`src/rtl/wdt_pkg.sv`:
```
package wdt_pkg;
  typedef struct packed {
    logic tick;     // one prescaled tick this cycle
    logic refresh;  // software reload request this cycle
  } wdtStrobe_t;
endpackage

```
`src/rtl/wdt_ctrl.sv`:
```
module wdt_ctrl
  import wdt_pkg::*;
#(
  parameter int PRE_LO   = 16,
  parameter int PRE_HI   = 128,
  parameter int CTL_ADDR = 15,
  parameter int RATIO_BIT = 7
) (
  input  logic       clk,
  input  logic       rstN,
  input  logic       clkSel8,
  input  logic [1:0] clkDivCode,
  input  logic       wrEn,
  input  logic [7:0] wrAddr,
  input  logic [7:0] wrData,
  input  logic       refresh,
  output wdtStrobe_t strobe
);
  localparam int DIV_MAX = 16;
  localparam int DIV_W   = $clog2(DIV_MAX);
  localparam int PRE_W   = $clog2(PRE_HI);

  logic [DIV_W-1:0] divCnt;
  logic [DIV_W-1:0] divLast;
  logic [PRE_W-1:0] preCnt;
  logic [PRE_W-1:0] preLast;
  logic             ratioSel;
  logic             sysTick;
  logic             preTick;

  always_comb begin
    if (clkSel8) divLast = DIV_W'(7);
    else begin
      case (clkDivCode)
        2'd0:    divLast = DIV_W'(0);
        2'd1:    divLast = DIV_W'(1);
        2'd2:    divLast = DIV_W'(3);
        default: divLast = DIV_W'(DIV_MAX - 1);
      endcase
    end
  end

  assign sysTick = (divCnt >= divLast);
  assign preLast = ratioSel ? PRE_W'(PRE_HI - 1) : PRE_W'(PRE_LO - 1);
  assign preTick = sysTick && (preCnt >= preLast);

  always_ff @(posedge clk or negedge rstN) begin
    if (!rstN) divCnt <= '0;
    else if (sysTick) divCnt <= '0;
    else divCnt <= divCnt + DIV_W'(1);
  end

  always_ff @(posedge clk or negedge rstN) begin
    if (!rstN) preCnt <= '0;
    else if (preTick) preCnt <= '0;
    else if (sysTick) preCnt <= preCnt + PRE_W'(1);
  end

  always_ff @(posedge clk or negedge rstN) begin
    if (!rstN) ratioSel <= 1'b0;
    else if (wrEn && wrAddr == 8'(CTL_ADDR)) ratioSel <= wrData[RATIO_BIT];
  end

  assign strobe.tick    = preTick;
  assign strobe.refresh = refresh;

  assert_div1_R2: assert property (@(posedge clk) disable iff (!rstN)
    (!clkSel8 && clkDivCode == 2'd0) |-> sysTick);
  assert_div8_R3: assert property (@(posedge clk) disable iff (!rstN)
    (clkSel8 && $past(clkSel8) && sysTick) |=> !sysTick);
  assert_ratio_hold_R4: assert property (@(posedge clk) disable iff (!rstN)
    (wrEn && wrAddr != 8'(CTL_ADDR)) |=> $stable(ratioSel));
endmodule

```
`src/rtl/wdt_datapath.sv`:
```
module wdt_datapath
  import wdt_pkg::*;
#(
  parameter int CNT_W = 15
) (
  input  logic       clk,
  input  logic       rstN,
  input  wdtStrobe_t strobe,
  output logic       wdIrq
);
  localparam logic [CNT_W-1:0] CNT_MAX = '1;

  logic [CNT_W-1:0] cnt;

  always_ff @(posedge clk or negedge rstN) begin
    if (!rstN) begin
      cnt   <= CNT_MAX;
      wdIrq <= 1'b0;
    end else begin
      wdIrq <= 1'b0;
      if (strobe.refresh) cnt <= CNT_MAX;
      else if (strobe.tick) begin
        if (cnt == '0) begin
          cnt   <= CNT_MAX;
          wdIrq <= 1'b1;
        end else cnt <= cnt - CNT_W'(1);
      end
    end
  end

  assert_dec_R5: assert property (@(posedge clk) disable iff (!rstN)
    (strobe.tick && !strobe.refresh && cnt != '0) |=> (cnt == $past(cnt) - CNT_W'(1)));
  assert_pulse_R6: assert property (@(posedge clk) disable iff (!rstN)
    wdIrq |=> !wdIrq);
  assert_wrap_R6: assert property (@(posedge clk) disable iff (!rstN)
    wdIrq |-> (cnt == CNT_MAX));
  assert_refresh_R7: assert property (@(posedge clk) disable iff (!rstN)
    strobe.refresh |=> (cnt == CNT_MAX && !wdIrq));
endmodule

```
`src/rtl/watchdog_timer.sv`:
```
module watchdog_timer
  import wdt_pkg::*;
#(
  parameter int CNT_W    = 15,
  parameter int PRE_LO   = 16,
  parameter int PRE_HI   = 128,
  parameter int CTL_ADDR = 15
) (
  input  logic       clk,
  input  logic       rstN,
  input  logic       clkSel8,
  input  logic [1:0] clkDivCode,
  input  logic       wrEn,
  input  logic [7:0] wrAddr,
  input  logic [7:0] wrData,
  input  logic       refresh,
  output logic       wdIrq
);
  wdtStrobe_t strobe;

  wdt_ctrl #(.PRE_LO(PRE_LO), .PRE_HI(PRE_HI), .CTL_ADDR(CTL_ADDR), .RATIO_BIT(7)) ctrl_i (
    .clk(clk), .rstN(rstN), .clkSel8(clkSel8), .clkDivCode(clkDivCode),
    .wrEn(wrEn), .wrAddr(wrAddr), .wrData(wrData), .refresh(refresh), .strobe(strobe)
  );

  wdt_datapath #(.CNT_W(CNT_W)) dp_i (
    .clk(clk), .rstN(rstN), .strobe(strobe), .wdIrq(wdIrq)
  );
endmodule

```
`config.mk`:
```
export PLATFORM = sky130hd
export DESIGN_NAME = watchdog_timer
export DESIGN_NICKNAME = d
export VERILOG_FILES = /design/src/rtl/wdt_pkg.sv /design/src/rtl/wdt_ctrl.sv /design/src/rtl/wdt_datapath.sv /design/src/rtl/watchdog_timer.sv
export SDC_FILE = /design/constraint.sdc
export NUM_CORES = 1
export LEC_CHECK = 0
export BUFFER_PORTS_ARGS = -buffer_cell sky130_fd_sc_hd__buf_2
export CORE_ASPECT_RATIO = 1.1
export CORE_MARGIN = 2
export CORE_UTILIZATION = 51
export CTS_CLUSTER_SIZE = 8
export DETAILED_ROUTE_END_ITERATION = 8
export PLACE_DENSITY = 0.77
export SLEW_MARGIN = 25
export SYNTH_ARGS = -nofsm -noshare
export SYNTH_HDL_FRONTEND = slang
export SYNTH_SLANG_ARGS = --single-unit
export TNS_END_PERCENT = 30
```
`constraint.sdc`:
```
create_clock -name clk -period 2.3 [get_ports clk]
set_clock_uncertainty 0.05 [all_clocks]
set_input_delay 0.115 -clock clk [delete_from_list [all_inputs] [get_ports clk]]
set_output_delay 0.115 -clock clk [all_outputs]
set_load 0.1 [all_outputs]
```
Word level (Yosys, flattened, before mapping)
Index checks and enable logic that the tools add are counted.

storage, ports and cells
  input bits = 23
  output and inout port bits = 1
  bits in registers = 28

operators by class
  add/subtract/negate cells = 3
  reduce and logical (&&, ||, !) cells = 6
  order comparisons = 2
  muxes and demuxes = 12
  equality and inequality tests = 3

operator list
  cell                                                                   count
  15-bit 2-to-1 mux                                                      3
  7-bit 2-to-1 mux                                                       3
  15-bit zero test                                                       1
  15-bit by 1-bit subtractor with 15-bit output (second input constant)  1
  4-bit case mux with 3 select lines                                     1
  8-bit by 4-bit == test with 1-bit output (second input constant)       1
  4-bit 2-to-1 mux                                                       2
  7-bit by 1-bit adder with 7-bit output (second input constant)         1
  7-bit >= comparator                                                    1
  4-bit by 1-bit adder with 4-bit output (second input constant)         1
  4-bit >= comparator                                                    1
  2-bit nonzero test                                                     2
  1-bit 2-to-1 mux                                                       3
  2-bit by 1-bit == test with 1-bit output (second input constant)       1
  2-bit == test (second input constant)                                  1
  1-bit logical AND                                                      2
  2-bit zero test                                                        1

Logic depth before layout (Yosys ltp)
  word-level depth = 7
  depth in mapped cells = 9
  mapped depth without buffers = 7

Hierarchy
From an unflattened synthesis, not the netlist that was laid out.

second synthesis, totals
  cells, all modules = 175
  area, all modules = 1720.4 sq um

modules (own cells, without submodules)
  module        area each (sq um)  cells an instance  times used
  wdt_datapath  905.9              95                 1
  wdt_ctrl      814.5              80                 1

Worst setup path after synthesis
OpenSTA, ideal clock, no wires.

  path type = input port to flip-flop
  start = input clkDivCode[0]
  end = register dp_i.cnt[1]
  path slack = 0.032 ns
  library setup time = 0.098 ns
  cell stages on the path = 9
  data arrival time = 2.120 ns
  buffers on the path = 2
  path through = or3_1 ha_1 nand2b_1 a2111o_1 nand2_1 clkbuf_1 clkbuf_1 o21ai_1 o311ai_1

between the ends
  cells in the longest elaborated chain, start to end = 6
  elaborated cells on any way between the ends = 8

RTL lines
  item                                         RTL line              source
  start, declared                              watchdog_timer.sv:12  input logic [1:0] clkDivCode,
  2-bit == test, or another cell as far along  wdt_ctrl.sv:34        case (clkDivCode)
  4-bit case mux with 3 select lines (*)       wdt_ctrl.sv:34
  4-bit 2-to-1 mux (*)                         wdt_ctrl.sv:32        if (clkSel8) divLast = DIV_W'(7);
  4-bit >= comparator (*)                      wdt_ctrl.sv:43        assign sysTick = (divCnt >= divLast);
  1-bit logical AND (*)                        wdt_ctrl.sv:45        assign preTick = sysTick && (preCnt >= preLast);
  2-bit nonzero test (no line) (*)             --
  end signal, assigned                         wdt_datapath.sv:26    end else cnt <= cnt - CNT_W'(1);
  end, declared                                wdt_datapath.sv:13    logic [CNT_W-1:0] cnt;

Mark *: on every way between the ends. The rest lies on a longest branch, timed or not.
A chain may end at the register's enable or synchronous reset.

Final worst setup path
  start = register dp_i.cnt[9]
  end = register dp_i.cnt[9]

between the ends
  cells in the longest elaborated chain, start to end = 4
  elaborated cells on any way between the ends = 5

RTL lines
  item                                                                                      RTL line                                source
  15-bit by 1-bit subtractor with 15-bit output / 15-bit zero test (equally long branches)  wdt_datapath.sv:26, wdt_datapath.sv:23
  15-bit 2-to-1 mux (*)                                                                     wdt_datapath.sv:23                      if (cnt == '0) begin
  15-bit 2-to-1 mux (*)                                                                     wdt_datapath.sv:22                      else if (strobe.tick) begin
  15-bit 2-to-1 mux (*)                                                                     wdt_datapath.sv:21                      if (strobe.refresh) cnt <= CNT_MAX;

Mark *: on every way between the ends. The rest lies on a longest branch, timed or not. The select of a mux whose other input is x is not followed.

==> impl_metrics.toml <==
[yosys]
async_reset_ff_share_pct = 100.0
synth_area_leaders = "dfstp_2 (23%), dfrtp_1 (19%), ha_1 (7.2%)"
synth-seq-cells = 28
synth_top_area_cell = "dfstp_2"
synth_seq_area_share_pct = 41.40
yosysWarnings = 0
synth.net_count = 209
synth_top_area_share_pct = 22.68
synth_ff_type = "dfstp_2"
netlist_instances = 176
ys_types = 54
avgSynthCellArea_sq_um = 9.875
syn_area_sq_um = 1738
synth-edff-count = 0

[floorplan]
ios = 24
die-area_sq_um = 3891
start_util_pct = 52.61
die-height_um = 65.23
rows = 22
die_w_um = 59.66
coreArea_sq_um = 3303

[sta]
min_period_ps = 2203
rsz0062_at_grt = "no"
holdWs_ps = 33.09
finalHoldViolations = 0
slew-limit-headroom_pct = 58.78
fin_crit_sh_pct = 95.78
timing.fmax_mhz = 453.9
finalSetupViolations = 0
worst_pin_slew_ps = 618.4
slew_violations = 0

[critical_path]
reg2reg_slack_ps = 100
endpoint = "dp_i.cnt[9]$_DFFE_PN1P_"
end_kind = "flop"
arrival_ps = 2410
r2r_cells = 5
crit_path_start_kind = "flop"
startpoint = "dp_i.cnt[9]$_DFFE_PN1P_"
reg2reg_to = "dp_i.cnt[9]$_DFFE_PN1P_"
required_ps = 2500
crit_type = "flop to flop"
path_max_fanout = 5
r2r-start = "dp_i.cnt[9]$_DFFE_PN1P_"

[power_and_ir_drop]
p_per_area_nw_per_um2 = 908.6
p_leak_nw = 0.8369
vdd_drop_max_mv = 0.4033

[global_route]
gr-usage-met3_pct = 1.969
grt-ovfl-total = 0
first_global_vias = 1485
use_met1_pct = 25.76
grt_first_pass_wirelength_um = 6451
grt_util_met2_pct = 39.67
grt_use_total_pct = 21.51
grt_max_degree = 29
grt_antenna_before_repair = 0
top_usage_layer = "met2"

[run_status]
outcome = "completed"

[layout]
multi_input_area_sq_um = 977.2
instances_no_fill = 238
area_delta_synth_final_pct = 14.33
drive_gt1_share_pct = 29.70
fill_cells = 287
finalNetCount = 236
diodes = 0
seq_area_sq_um = 719.4

[clocking]
htree_levels = 1
clock-sinks = 28
cts_inserted_buffers = 3
cts_tree = "built"
insertion_delay_ps = 340
root_buffer = "clkbuf_4"
clk_path_buf_depth = 2
clkTransAtPathRegs_ps = 140
post_cts_buffers = 0

[place]
place_inst = 232
hpwl_um = 2773
io_buffers = 16
gp_congestion = 0.7844

[min_path]
min_path_type = "primary input to flop"

[detailed_routing]
num_vias = 1478
drt_iter0_drc = 66
drt_pre_antenna_iters = 4
drc = 0
wl_um = 3829
vias_per_cell = 6.210
detail-route-antenna-nets = 0
wire_per_inst_um = 16.09

[flow_run]
drv_cap = 0
[state kept, by name, summed over array words and instances (netlist names)]
name and flops:
ctrl_i.preCnt 7, dp_i.cnt 15, ctrl_i.divCnt 4, ctrl_i.ratioSel 1, dp_i.wdIrq 1
[repair_timing]
item,4_1_cts,5_1_grt
hold endpoints to repair,14,0
gates resized for setup,0,3
hold buffers,2,0
setup endpoints to repair,0,7
[cells in the final DEF (no fill, tap or decap), types with 4 or more instances in the layout]
| cell type | netlist | routed |
|---|---|---|
| dfstp_2 | 15 | 15 |
| a22o_1 | 5 | 5 |
| o21ai_1 | 10 | 10 |
| dfrtp_1 | 13 | 13 |
| nor4_1 | 4 | 4 |
| a21oi_1 | 5 | 4 |
| nor2b_1 | 5 | 5 |
| or4_1 | 4 | 4 |
| ha_1 | 10 | 10 |
| nand2_1 | 7 | 6 |
| buf_2 | 0 | 16 |
| nand3_1 | 13 | 13 |
| inv_1 | 6 | 6 |
| nor2_1 | 13 | 13 |
| buf_4 | 0 | 11 |
| o31ai_1 | 4 | 4 |
[cells in the mapped netlist, drive strengths merged (3+ instances only)]
| master | instances |
|---|---|
| a21oi | 5 |
| a22o | 5 |
| and3 | 3 |
| clkbuf | 7 |
| dfrtp | 13 |
| dfstp | 15 |
| ha | 10 |
| inv | 6 |
| nand2 | 7 |
| nand3 | 14 |
| nor2 | 14 |
| nor2b | 5 |
| nor3 | 5 |
| nor4 | 4 |
| o21ai | 11 |
| o31ai | 5 |
| o41ai | 3 |
| or3 | 3 |
| or4 | 6 |
[routing by layer]
| layer | up-vias | wire length, um |
|---|---|---|
| met5 | - | 0 |
| met4 | 0 | 46 |
| met3 | 5 | 180 |
| li1 | 735 | - |
| met2 | 38 | 1941 |
| met1 | 700 | 1661 |
[worst max-delay path, cell delays in order (launching register included)]
cell and delay, ps:
dfstp_2 420, or4_4 520, or4_4 490, nor3_4 290, nor2_2 100, a311oi_2 260
[how the worst min path moves through the flow]
| stage | cells after the start | from | end |
|---|---|---|---|
| floorplan | 0 | rstN | ctrl_i.divCnt[0]$_DFF_PN0_ |
| global placement | 1 | rstN | ctrl_i.divCnt[0]$_DFF_PN0_ |
| detailed placement | 1 | rstN | ctrl_i.divCnt[0]$_DFF_PN0_ |
| CTS | 3 | refresh | dp_i.cnt[13]$_DFFE_PN1P_ |
| global route | 3 | refresh | dp_i.cnt[13]$_DFFE_PN1P_ |
| finish | 3 | refresh | dp_i.cnt[13]$_DFFE_PN1P_ |
[logic make-up after synthesis]
logic type,Yosys count,share of synthesized area (%)
buf+inv,14,3.095
fa+ha+maj,10,7.199
simple gates,75,25.92
flops,28,41.40
xor+xnor,2,1.008
mux,2,1.296
compound gates,45,20.09
[power by group]
group	switching, mW	internal (mW)	leakage [nW]
Sequential	0.104	0.610	0.329
Combinational	0.498	0.350	0.487
Clock	0.147	0.0972	0.0210
[final cells by class]
cell class	count	share of cell area [%]
Tap cell	36	2.267
Timing Repair Buffer	29	9.194
Multi-Input combinational cell	134	49.18
Inverter	7	1.322
Sequential cell	28	36.21
Clock buffer	4	1.826
[per-stage QoR]
stage	instance area [sq um]	setup slack, ps	setup TNS [ps]	util [%]	power (mW)
6_report	1987	96.96	0	60.15	1.805
5_1_grt	1987	6.117	0	60.15	1.946
4_1_cts	1974	18.65	0	59.77	1.800
3_5_place_dp	1918	-55.47	-77.18	58.07	1.552
3_3_place_gp	1918	9.311	0	58.07	1.496
2_1_floorplan	1738	31.76	0	-	1.221
Note: power is estimated with default switching activity, not from simulation.
